## src/rtl/tfs_pkg.sv

```systemverilog
package tfs_pkg;

    localparam int NUM_FAULTS = 5;
    localparam int NUM_WATCH  = 4;

    typedef enum int unsigned {
        FLT_LEVEL_PAIR = 0,
        FLT_FILL_TIME  = 1,
        FLT_DRAIN_TIME = 2,
        FLT_COLD_TIME  = 3,
        FLT_HOT_TIME   = 4
    } fault_idx_e;

    typedef struct packed {
        logic full;
        logic half;
        logic hot;
    } tank_sense_t;

    typedef struct packed {
        logic fill;
        logic drain;
        logic heat;
    } tank_cmd_t;

    typedef logic [NUM_FAULTS-1:0] fault_vec_t;
    typedef logic [NUM_WATCH-1:0]  watch_vec_t;

    // Level reading that cannot physically occur: full but not half.
    function automatic logic level_pair_bad(input tank_sense_t s);
        return s.full && !s.half;
    endfunction

    // Arming conditions, bit i drives watchdog i (fault index i+1).
    function automatic watch_vec_t watch_arms(input tank_sense_t s, input tank_cmd_t c);
        watch_vec_t a;
        a[0] = c.fill;
        a[1] = c.drain;
        a[2] = c.heat && !s.hot;
        a[3] = s.hot;
        return a;
    endfunction

endpackage

```

## src/rtl/tfs_watchdog.sv

```systemverilog
module tfs_watchdog #(
    parameter int unsigned LIMIT = 16
) (
    input  logic clk,
    input  logic rst,
    input  logic arm_i,
    input  logic tick_i,
    output logic expired_o
);
    localparam int W = (LIMIT < 1) ? 1 : $clog2(LIMIT + 1);
    localparam logic [W-1:0] TOP = W'(LIMIT);

    logic [W-1:0] cnt_q;

    always_ff @(posedge clk) begin
        if (rst || !arm_i) begin
            cnt_q <= '0;
        end else if (tick_i && cnt_q != TOP) begin
            cnt_q <= cnt_q + 1'b1;
        end
    end

    assign expired_o = arm_i && (cnt_q == TOP);

endmodule

```

## src/rtl/tfs_fault_latch.sv

```systemverilog
module tfs_fault_latch #(
    parameter int N = 5
) (
    input  logic         clk,
    input  logic         rst,
    input  logic         clear_i,
    input  logic [N-1:0] cause_i,
    output logic [N-1:0] flag_o
);
    for (genvar i = 0; i < N; i++) begin : g_bit
        logic q;
        always_ff @(posedge clk) begin
            if (rst) begin
                q <= 1'b0;
            end else begin
                q <= cause_i[i] || (q && !clear_i);
            end
        end
        assign flag_o[i] = q;
    end

endmodule

```

## src/rtl/tank_fault_supervisor.sv

```systemverilog
module tank_fault_supervisor
    import tfs_pkg::*;
#(
    parameter int unsigned FILL_LIMIT  = 20,
    parameter int unsigned DRAIN_LIMIT = 12,
    parameter int unsigned COLD_LIMIT  = 30,
    parameter int unsigned HOT_LIMIT   = 16
) (
    input  logic       clk,
    input  logic       rst,
    input  logic       tick_i,
    input  logic       clear_i,
    input  logic       lvl_full_i,
    input  logic       lvl_half_i,
    input  logic       temp_hot_i,
    input  logic       fill_open_i,
    input  logic       drain_open_i,
    input  logic       heat_on_i,
    output logic [4:0] fault_o,
    output logic       shutdown_o
);
    tank_sense_t sense;
    tank_cmd_t   cmd;
    watch_vec_t  arms;
    watch_vec_t  expired;
    fault_vec_t  cause;
    fault_vec_t  flags;
    logic        shut_q;

    assign sense = '{full: lvl_full_i, half: lvl_half_i, hot: temp_hot_i};
    assign cmd   = '{fill: fill_open_i, drain: drain_open_i, heat: heat_on_i};
    assign arms  = watch_arms(sense, cmd);

    for (genvar i = 0; i < NUM_WATCH; i++) begin : g_wd
        localparam int unsigned LIM = (i == 0) ? FILL_LIMIT  :
                                      (i == 1) ? DRAIN_LIMIT :
                                      (i == 2) ? COLD_LIMIT  : HOT_LIMIT;
        tfs_watchdog #(.LIMIT(LIM)) u_wd (
            .clk       (clk),
            .rst       (rst),
            .arm_i     (arms[i]),
            .tick_i    (tick_i),
            .expired_o (expired[i])
        );
    end

    assign cause[FLT_LEVEL_PAIR] = level_pair_bad(sense);
    assign cause[NUM_FAULTS-1:1] = expired;

    tfs_fault_latch #(.N(NUM_FAULTS)) u_latch (
        .clk     (clk),
        .rst     (rst),
        .clear_i (clear_i),
        .cause_i (cause),
        .flag_o  (flags)
    );

    always_ff @(posedge clk) begin
        if (rst) begin
            shut_q <= 1'b0;
        end else begin
            shut_q <= |flags;
        end
    end

    assign fault_o    = flags;
    assign shutdown_o = shut_q;

endmodule

```

## config.mk

```make
export PLATFORM = sky130hd
export DESIGN_NAME = tank_fault_supervisor
export DESIGN_NICKNAME = d
export VERILOG_FILES = /design/src/rtl/tfs_pkg.sv /design/src/rtl/tfs_watchdog.sv /design/src/rtl/tfs_fault_latch.sv /design/src/rtl/tank_fault_supervisor.sv
export SDC_FILE = /design/constraint.sdc
export NUM_CORES = 1
export LEC_CHECK = 0
export CAP_MARGIN = 15
export CORE_MARGIN = 2
export CORE_UTILIZATION = 60
export DETAILED_ROUTE_END_ITERATION = 10
export DONT_BUFFER_PORTS = 1
export PLACE_DENSITY = 0.75
export SLEW_MARGIN = 30
export SYNTH_ARGS = -nofsm -noshare
export SYNTH_HDL_FRONTEND = slang
export SYNTH_SLANG_ARGS = --single-unit
```

## constraint.sdc

```tcl
create_clock -name clk -period 1.59 [get_ports clk]
set_input_delay 0.159 -clock clk [delete_from_list [all_inputs] [get_ports clk]]
set_output_delay 0.159 -clock clk [all_outputs]
set_load 0.02 [all_outputs]
```

==> metrics.cfg <==
[timing]
setup_tns_ns=0
maxSlewHeadroom=0.822
hold_slack_ns=0.0146
hold_viol_final=0
clock_skew_ns=0.00836
timing.fmax_ghz=0.671
setup_viol=0
report.final.slew_viol_count=0
tightest_slew_ns=0.266
rsz0062_at_grt=false
fin_crit_sh=0.937
final.min_clock_period_ns=1.49

[worst_setup_path]
path_buf_inv=1
critical-path-max-stage-delay_ns=0.41
cp.required_ns=1.83
end_kind=flip-flop
path_class=flip-flop to flip-flop
critical_path.top_delay_family=simple AND/OR/NAND/NOR gates
start_kind=flip-flop
cp.arrival_ns=1.73
critPathSlowestCell=dfxtp_1
path_cells=inv_1 > ha_1 > and4b_1 > or3_1 > a21oi_1
path_max_fanout=5

[synthesis]
yosys.area_share.simple=0.263
synth_fp_nets=160
yosysWarnings=0
netlist_instances=142
synth_compound_area_frac=0.144
synthMuxAreaShare=0
ys_seq_area_frac=0.410
synthAdderAreaFrac=0.0821
syn_area_um2=1220
ys_ff_latch=25
synth_xor_xnor_area_share=0.0215
yosysUniqueCellTypes=28
syn_avg_cell_area_um2=8.59
synth_top_family_by_area=simple AND/OR/NAND/NOR gates

[power_and_ir_drop]
p_leak_nw=0.460
powerDensity_nw_per_um2=759
ir_drop_mv=0.602

[placement]
dp_hpwl_um=1580
routabilityCongestion=0.814
portBuffers=0

[die]
dieArea_um2=2410
die_h_um=49.1
die_x_um=49.1
initial_utilization=0.628
num_rows=16
core_um2=1940
io_pins=16

[route]
vias=1024
dr.pass1.iters=5
wl_met1_um=1110
drt_iter0_markers=30
routed_wl_um=2350
ant_nets=0
via_per_inst=5.99
top_layer_used=met4
drc=0
wl_met3_um=114
wl_per_cell_um=13.8
wl_met2_um=1090

[hold_path]
min_path_type=primary input to flip-flop

[clock_tree]
clkLatencyLatePin_ns=0.31
cts_tree=yes
cts_buffer_depth=2
h-tree-depth=1
clkTransAtPathRegs_ns=0.13
cts.sinks=25
numCtsBuffers=3
cts_root_buf=clkbuf_4

[grt]
grt_pass1_vias=942
grt_pass1_wl_um=3900
track_usage=0.204
grt_max_degree=21
antenna_found_initial=0
overflow=0

[outcome]
status=complete, no violations

[layout]
antenna_cells=0
drive_gt1_frac=0.0625
layout_commonest_cell=dfxtp_1
fillerInstances=180
area_delta_synth_final_pct=5.33
final_cell_mix=24 x dfxtp_1, 20 x a21oi_1, 10 x nor2_1
fin_nets=163

[run]
cap_violations=0

-- synth_stat cells --
cell	count	share of area
dfxtp_1	25	0.41
a21oi_1	20	0.082
nor2_1	10	0.031
inv_1	9	0.028
o21ai_0	9	0.037
ha_1	8	0.082
nand3_1	8	0.033
nand4_1	8	0.041
buf_4	5	0.031
nand2b_1	5	0.026
nor3_1	5	0.021
nand2_1	4	0.012
buf_2	3	0.012
nor2b_1	3	0.015
or3_1	3	0.015
xor2_1	3	0.022
and4_1	2	0.014
or2_2	2	0.010
a211oi_1	1	0.0062
a21o_1	1	0.0062
a311oi_2	1	0.012
and3_1	1	0.0051
and4b_1	1	0.0082
and4bb_2	1	0.010
buf_6	1	0.0092
nand3b_1	1	0.0062
nand4b_1	1	0.0072
or3b_1	1	0.0072
-- registers in the layout, indices dropped and copies added, names as in the netlist --
register         flops
shutdown_o           1
u_latch.g_bit.q      5
g_wd.u_wd.cnt_q     19
-- what timing repair did --
| action | 4_1_cts | 5_1_grt |
|---|---|---|
| resized for setup | 0 | 1 |
| setup buffers | 0 | 1 |
| setup endpoints to repair | 0 | 2 |
| hold buffers | 6 | 0 |
| hold endpoints to repair | 10 | 0 |
-- through the flow --
step	std cells	util	worst slack, ns	area, um^2	total power, mW
after floorplan	142	-	0.272	1220	0.702
after global placement	160	0.613	0.240	1190	0.695
after detailed placement	160	0.613	0.147	1190	0.698
after CTS	170	0.657	0.108	1280	0.979
after global routing	171	0.662	0.0258	1280	1.01
final	171	0.662	0.0999	1280	0.975
-- power by group --
group	leakage, nW	switching, mW	total (mW)	internal [mW]
Clock	0.0150	0.175	0.273	0.0978
Combinational	0.243	0.0300	0.0566	0.0267
Sequential	0.203	0.0105	0.645	0.635
-- worst paths after layout --
path / start / endpoint / slack [ns] / depth (start not counted)
worst min register to register: g_wd[2].u_wd.cnt_q[4]$_SDFFE_PP0P_ / g_wd[2].u_wd.cnt_q[4]$_SDFFE_PP0P_ / 0.51 / 2
worst max register to register: g_wd[0].u_wd.cnt_q[1]$_SDFFE_PP0P_ / g_wd[0].u_wd.cnt_q[3]$_SDFFE_PP0P_ / 0.1 / 5
worst max-delay path: g_wd[0].u_wd.cnt_q[1]$_SDFFE_PP0P_ / g_wd[0].u_wd.cnt_q[3]$_SDFFE_PP0P_ / 0.1 / 5
worst min-delay path: tick_i / g_wd[0].u_wd.cnt_q[1]$_SDFFE_PP0P_ / 0.01 / 2
-- layer usage --
| metal | global-route usage | up-vias |
|---|---|---|
| li1 | - | 503 |
| met1 | 0.268 | 476 |
| met2 | 0.324 | 39 |
| met3 | 0.0460 | 6 |
| met4 | 0.0810 | 0 |
| met5 | 0 | - |
-- area by class of cell --
type                            instances  area, um^2  share of cell area
Inverter                                9        33.8              0.0263
Sequential cell                        25         502               0.390
Timing Repair Buffer                    7        67.6              0.0526
Tap cell                               27        33.8              0.0263
Multi-Input combinational cell         99         622               0.484
Clock buffer                            4        26.3              0.0204
-- cells by family after synthesis --
| logic type | after synthesis |
|---|---|
| flops | 25 |
| fa+ha+maj | 8 |
| simple gates | 56 |
| buf+inv | 18 |
| xor+xnor | 3 |
| compound gates | 32 |
No activity file was read; power rests on OpenSTA's default activity.
